$ cat config.mk
export PLATFORM = sky130hd
export DESIGN_NAME = mpx_uart_tx
export DESIGN_NICKNAME = d
export VERILOG_FILES = /design/src/rtl/mpx_uart_tx.sv
export SDC_FILE = /design/constraint.sdc
export NUM_CORES = 1
export LEC_CHECK = 0
export ABC_AREA = 0
export BUFFER_PORTS_ARGS = -buffer_cell sky130_fd_sc_hd__clkbuf_2
export CAP_MARGIN = 0
export CELL_PAD_IN_SITES_DETAIL_PLACEMENT = 0
export CELL_PAD_IN_SITES_GLOBAL_PLACEMENT = 1
export CORE_UTILIZATION = 44
export DETAILED_ROUTE_END_ITERATION = 8
export PLACE_DENSITY_LB_ADDON = 0.1
export RECOVER_POWER = 100
export SLEW_MARGIN = 5
export SYNTH_ARGS = -nofsm -noshare
export SYNTH_HDL_FRONTEND = slang
export SYNTH_SLANG_ARGS = --single-unit
$ cat constraint.sdc
create_clock -name clk -period 2.2 [get_ports clk]
set_input_delay 0.11 -clock clk [delete_from_list [all_inputs] [get_ports clk]]
set_output_delay 0.11 -clock clk [all_outputs]
set_load 0.01 [all_outputs]
$ cat src/rtl/mpx_uart_tx.sv
module mpx_uart_tx (
  input  logic       clk,
  input  logic       rst_n,
  input  logic       baud_tick,
  input  logic       wr_en,
  input  logic [7:0] wr_data,
  input  logic       mpb_val,
  input  logic       len7,
  input  logic       two_stop,
  input  logic       ie_empty,
  input  logic       ie_done,
  output logic       txd,
  output logic       tx_empty,
  output logic       tx_done,
  output logic       irq_empty,
  output logic       irq_done
);

  typedef enum logic [2:0] {S_IDLE, S_START, S_BITS, S_STOP1, S_STOP2} st_t;

  st_t        st;
  logic [7:0] hold;
  logic [8:0] sh;
  logic [3:0] cnt;
  logic       pend;
  logic       len7_q;

  wire last_bit = (st == S_BITS) && (cnt == 4'd0);
  wire xfer     = baud_tick && !tx_empty && ((st == S_IDLE) || last_bit);
  wire done_set = baud_tick && tx_empty && last_bit;

  assign irq_empty = tx_empty & ie_empty;
  assign irq_done  = tx_done & ie_done;

  always_ff @(posedge clk or negedge rst_n) begin
    if (!rst_n) begin
      st       <= S_IDLE;
      hold     <= '0;
      sh       <= '1;
      cnt      <= '0;
      pend     <= 1'b0;
      len7_q   <= 1'b0;
      txd      <= 1'b1;
      tx_empty <= 1'b1;
      tx_done  <= 1'b1;
    end else begin
      if (wr_en) hold <= wr_data;
      tx_empty <= wr_en ? 1'b0 : (xfer ? 1'b1 : tx_empty);
      tx_done  <= wr_en ? 1'b0 : (done_set ? 1'b1 : tx_done);
      if (xfer) begin
        sh     <= len7 ? {1'b1, mpb_val, hold[6:0]} : {mpb_val, hold};
        len7_q <= len7;
      end
      if (baud_tick) begin
        case (st)
          S_IDLE: if (!tx_empty) begin
            txd <= 1'b0;
            st  <= S_START;
          end
          S_START: begin
            txd <= sh[0];
            sh  <= {1'b1, sh[8:1]};
            cnt <= len7_q ? 4'd7 : 4'd8;
            st  <= S_BITS;
          end
          S_BITS: if (cnt == 4'd0) begin
            txd  <= 1'b1;
            pend <= !tx_empty;
            st   <= S_STOP1;
          end else begin
            txd <= sh[0];
            sh  <= {1'b1, sh[8:1]};
            cnt <= cnt - 4'd1;
          end
          S_STOP1: if (two_stop) begin
            st <= S_STOP2;
          end else if (pend) begin
            txd  <= 1'b0;
            pend <= 1'b0;
            st   <= S_START;
          end else begin
            st <= S_IDLE;
          end
          S_STOP2: if (pend) begin
            txd  <= 1'b0;
            pend <= 1'b0;
            st   <= S_START;
          end else begin
            st <= S_IDLE;
          end
          default: st <= S_IDLE;
        endcase
      end
    end
  end

  AST_WR_CLEARS_FLAGS: assert property (@(posedge clk) disable iff (!rst_n)
    wr_en |=> (!tx_empty && !tx_done));
  AST_IDLE_XFER_START: assert property (@(posedge clk) disable iff (!rst_n)
    (baud_tick && st == S_IDLE && !tx_empty && !wr_en) |=> (!txd && tx_empty));
  AST_EMPTY_RISE_ON_TICK: assert property (@(posedge clk) disable iff (!rst_n)
    $rose(tx_empty) |-> $past(baud_tick));
  AST_TXD_HOLDS_OFF_TICK: assert property (@(posedge clk) disable iff (!rst_n)
    !baud_tick |=> $stable(txd));
  AST_DONE_ON_STOP: assert property (@(posedge clk) disable iff (!rst_n)
    $rose(tx_done) |-> (txd && tx_empty));
  AST_IRQ_EMPTY_DROPS: assert property (@(posedge clk) disable iff (!rst_n)
    $fell(tx_empty) |-> !irq_empty);

endmodule

==> impl_results.md <==
- Top sig layer: met4
- Netlist cell types: 40
- DR iter-0 viols: 68
- F_max: around 0.50 GHz
- CTS Buf Count: 5
- Commonest cells after routing, fill and taps aside: 18 x clkbuf_2, 17 x dfrtp_1, 16 x nor2_1
- VDD IR max: just over 0.0005 V
- Final HPWL from detailed placement: approximately 2100 µm
- # nets final: approximately 190
- Mapped Cells: 150
- Synth area leaders: dfrtp_1 27%, dfstp_2 20%, mux2_2 7.1%
- Via/cell ratio: roughly 5.3
- Core area: roughly 3400 µm²
- Sw Share: 0.366
- Share of layout cells above drive strength 1: 0.328
- DRC viols: 0
- Tmin final: 1.99 ns
- Initial antenna violation count: 0
- Routed wire length: roughly 3000 µm
- Synthesized area: approximately 1600 µm²
- Unrepaired setup endpoints after global routing: no
- Avg Cell Area, Syn: 10.6 µm²
- Maxcap violations: 1
- Status: finished with violations
- Worst path required time: between 2 and 2.5 ns
- Pre-antenna DRT Iters: 4
- Setup TNS Final: 0 ns
- Setup bufs post-CTS: 0
- Final Slew Violations: 30
- I/O pin total: 22
- Port Buf Inserts: 21
- Hold crit path type: in2reg
- Startpoint Class: flop
- Synthesis-stage register bit count: 29
- Clock Power Share: 0.187
- Worst hold slack: approximately 0.026 ns
- Gate power share: 0.398
- Antenna Cells: 0
- Buffers & Inverters on Critical Path: 2
- Final hold vios: 0
- Leak pwr: around 0.8 nW
- Num Clock Sinks: 29
- Crit-path max cell delay: 0.49 ns
- P_sw: 0.878 mW
- Slowest library cell on the worst path: or3b_1
- Hold Buf Count CTS: 4
- Slew Limit Headroom: -0.0112
- Clock-pin slew on the worst setup and hold paths: around 0.090 ns
- Die Wd: between 60 and 70 µm
- Reg2reg setup slack: between 0.2 and 0.25 ns
- Die ar.: 3850 µm²
- Drt wl/cell: 13.5 µm
- Crit end category: flop
- Most common cell after layout, fill and taps aside: clkbuf_2
- Arr. time, crit path: ~2.2 ns
- Int Pwr: 1.52 mW
- Final GP Congestion: 0.800
- Sequential area share after synthesis: 0.467
- Area Overhead vs Synth: 15.7%
- Worst-path maximum fanout: 17
- Vias: approximately 1200
- Area leader, netlist: dfrtp_1
- Largest net degree at the start of global routing: 30
- Die Y: approximately 62 µm
- Routed met1 length: roughly 1400 µm
- WS Path Type: reg2reg
- Root Buffer: clkbuf_4
- CTS tree: built
- Endpoints failing setup: 0
- Power Density: 1310 nW/µm²
- Synth Warn #: 0
- H-tree Lvls: 2
- Worst slew pin tran: about 1.5 ns
- Crit-path cells: inv_1 -> ha_1 -> or3b_1 -> a31oi_4 -> buf_12 -> o21ai_2 -> o22ai_1
- Final period utilization: 0.904
- CTS resizes: 0
- Rows: 21
- Initial Util: 0.468
- Reg power frac: 0.415
- CP delay by family, top: compound AO/OA/AOI/OAI gates
- Antenna violation net count after detailed routing: 0
- # fillers: between 300 and 400
- Vias in the first global route: around 1100
- GR Overflow Total: 0
- Post-synth top area share: 0.268
- WL met2: about 1500 µm
- WL met3: 96 µm
- Layout Skew: 0.00744 ns
- Failing checks: max-capacitance violations, max-slew violations
- First-pass GRT wire length: ~4700 µm
- Syn_nets: ~170
- Clock tree buffer depth: 2
- Clk_lat worst skew: approximately 0.32 ns
- Gr usage total: 0.175
-- routing by layer --
metal | vias up | global-route usage
met5 | - | 0
met4 | 0 | 0.0825
met3 | 2 | 0.0559
met2 | 26 | 0.274
met1 | 574 | 0.219
li1 | 591 | -
-- cells by family after synthesis --
logic type                 Yosys count  share of synthesized area
DFF                                 29                      0.467
muxes                               18                      0.122
and+or+nand+nor                     47                      0.158
AOI/OAI and AO/OA                   38                      0.186
adders and majority gates            1                    0.00789
buffers and inverters               17                     0.0592
-- cell type report --
type / count / area (µm²) / share of cell area
Timing Repair Buffer: 28 / 176 / 0.0962
Tap cell: 46 / 57.6 / 0.0314
Inverter: 8 / 30.0 / 0.0164
Clock buffer: 7 / 55.1 / 0.0300
Clock inverter: 1 / 30.0 / 0.0164
Sequential cell: 29 / 741 / 0.404
Multi-Input combinational cell: 104 / 744 / 0.406
-- path summary, 6_finish.rpt --
| path | cells past startpoint | from | to |
|---|---|---|---|
| min in group asynchronous | 2 | rst_n | cnt[2]$_DFFE_PN0P_ |
| worst min register to register | 2 | sh[8]$_DFF_PN1_ | sh[7]$_DFF_PN1_ |
| worst max-delay path | 7 | cnt[0]$_DFFE_PN0P_ | sh[7]$_DFF_PN1_ |
| max in group asynchronous | 2 | rst_n | hold[3]$_DFFE_PN0P_ |
| worst max register to register | 7 | cnt[0]$_DFFE_PN0P_ | sh[7]$_DFF_PN1_ |
| worst min-delay path | 2 | wr_data[5] | hold[5]$_DFFE_PN0P_ |
-- worst register-to-register path, cell delays in order (launching register included) --
cell,delay [ns]
dfrtp_1,0.44
inv_1,0.08
ha_1,0.20
or3b_1,0.49
a31oi_4,0.32
buf_12,0.20
o21ai_2,0.06
o22ai_1,0.13
-- power groups by stage --
stage / sequential, mW / clock, mW / combinational [mW]
6_report: 0.996 / 0.449 / 0.954
2_1_floorplan: 0.910 / 0 / 0.865
3_3_place_gp: 0.995 / 0 / 0.946
3_5_place_dp: 1.00 / 0 / 0.976
4_1_cts: 0.995 / 0.468 / 0.981
5_1_grt: 1.03 / 0.489 / 1.06
-- through the flow --
stage | worst slack, ns | power, mW | util | cell area (µm²) | std cells
finish | 0.211 | 2.40 | 0.541 | 1830 | 223
global route | 0.0720 | 2.57 | 0.541 | 1830 | 223
global placement | 0.333 | 1.94 | 0.505 | 1710 | 210
CTS | 0.245 | 2.44 | 0.542 | 1840 | 222
floorplan | 0.473 | 1.78 | - | 1590 | 150
detailed placement | 0.274 | 1.98 | 0.505 | 1710 | 210
-- sequential cells by signal, summed over array words and instances, names as in the netlist --
name / flops
hold: 8
cnt: 4
tx_empty: 1
tx_done: 1
txd: 1
len7_q: 1
sh: 9
st: 3
pend: 1
-- synthesized netlist by cell type (all sizes together) --
library cell,n
inv,8
o211ai,1
nor2,16
buf,7
a311oi,1
nand3,2
a22oi,1
mux2i,8
o221ai,1
a31oi,6
nand2b,2
o22a,1
and4bb,1
clkbuf,2
a211o,1
nor3,3
o21ai,8
a221o,1
a32o,1
nand2,5
and2,3
a221oi,1
nor2b,8
a21o,2
dfrtp,17
a21oi,10
ha,1
nand4,2
nor3b,3
o31ai,1
a211oi,1
or3b,2
dfstp,12
mux2,10
o22ai,1
(Power assumes the default switching activity.)
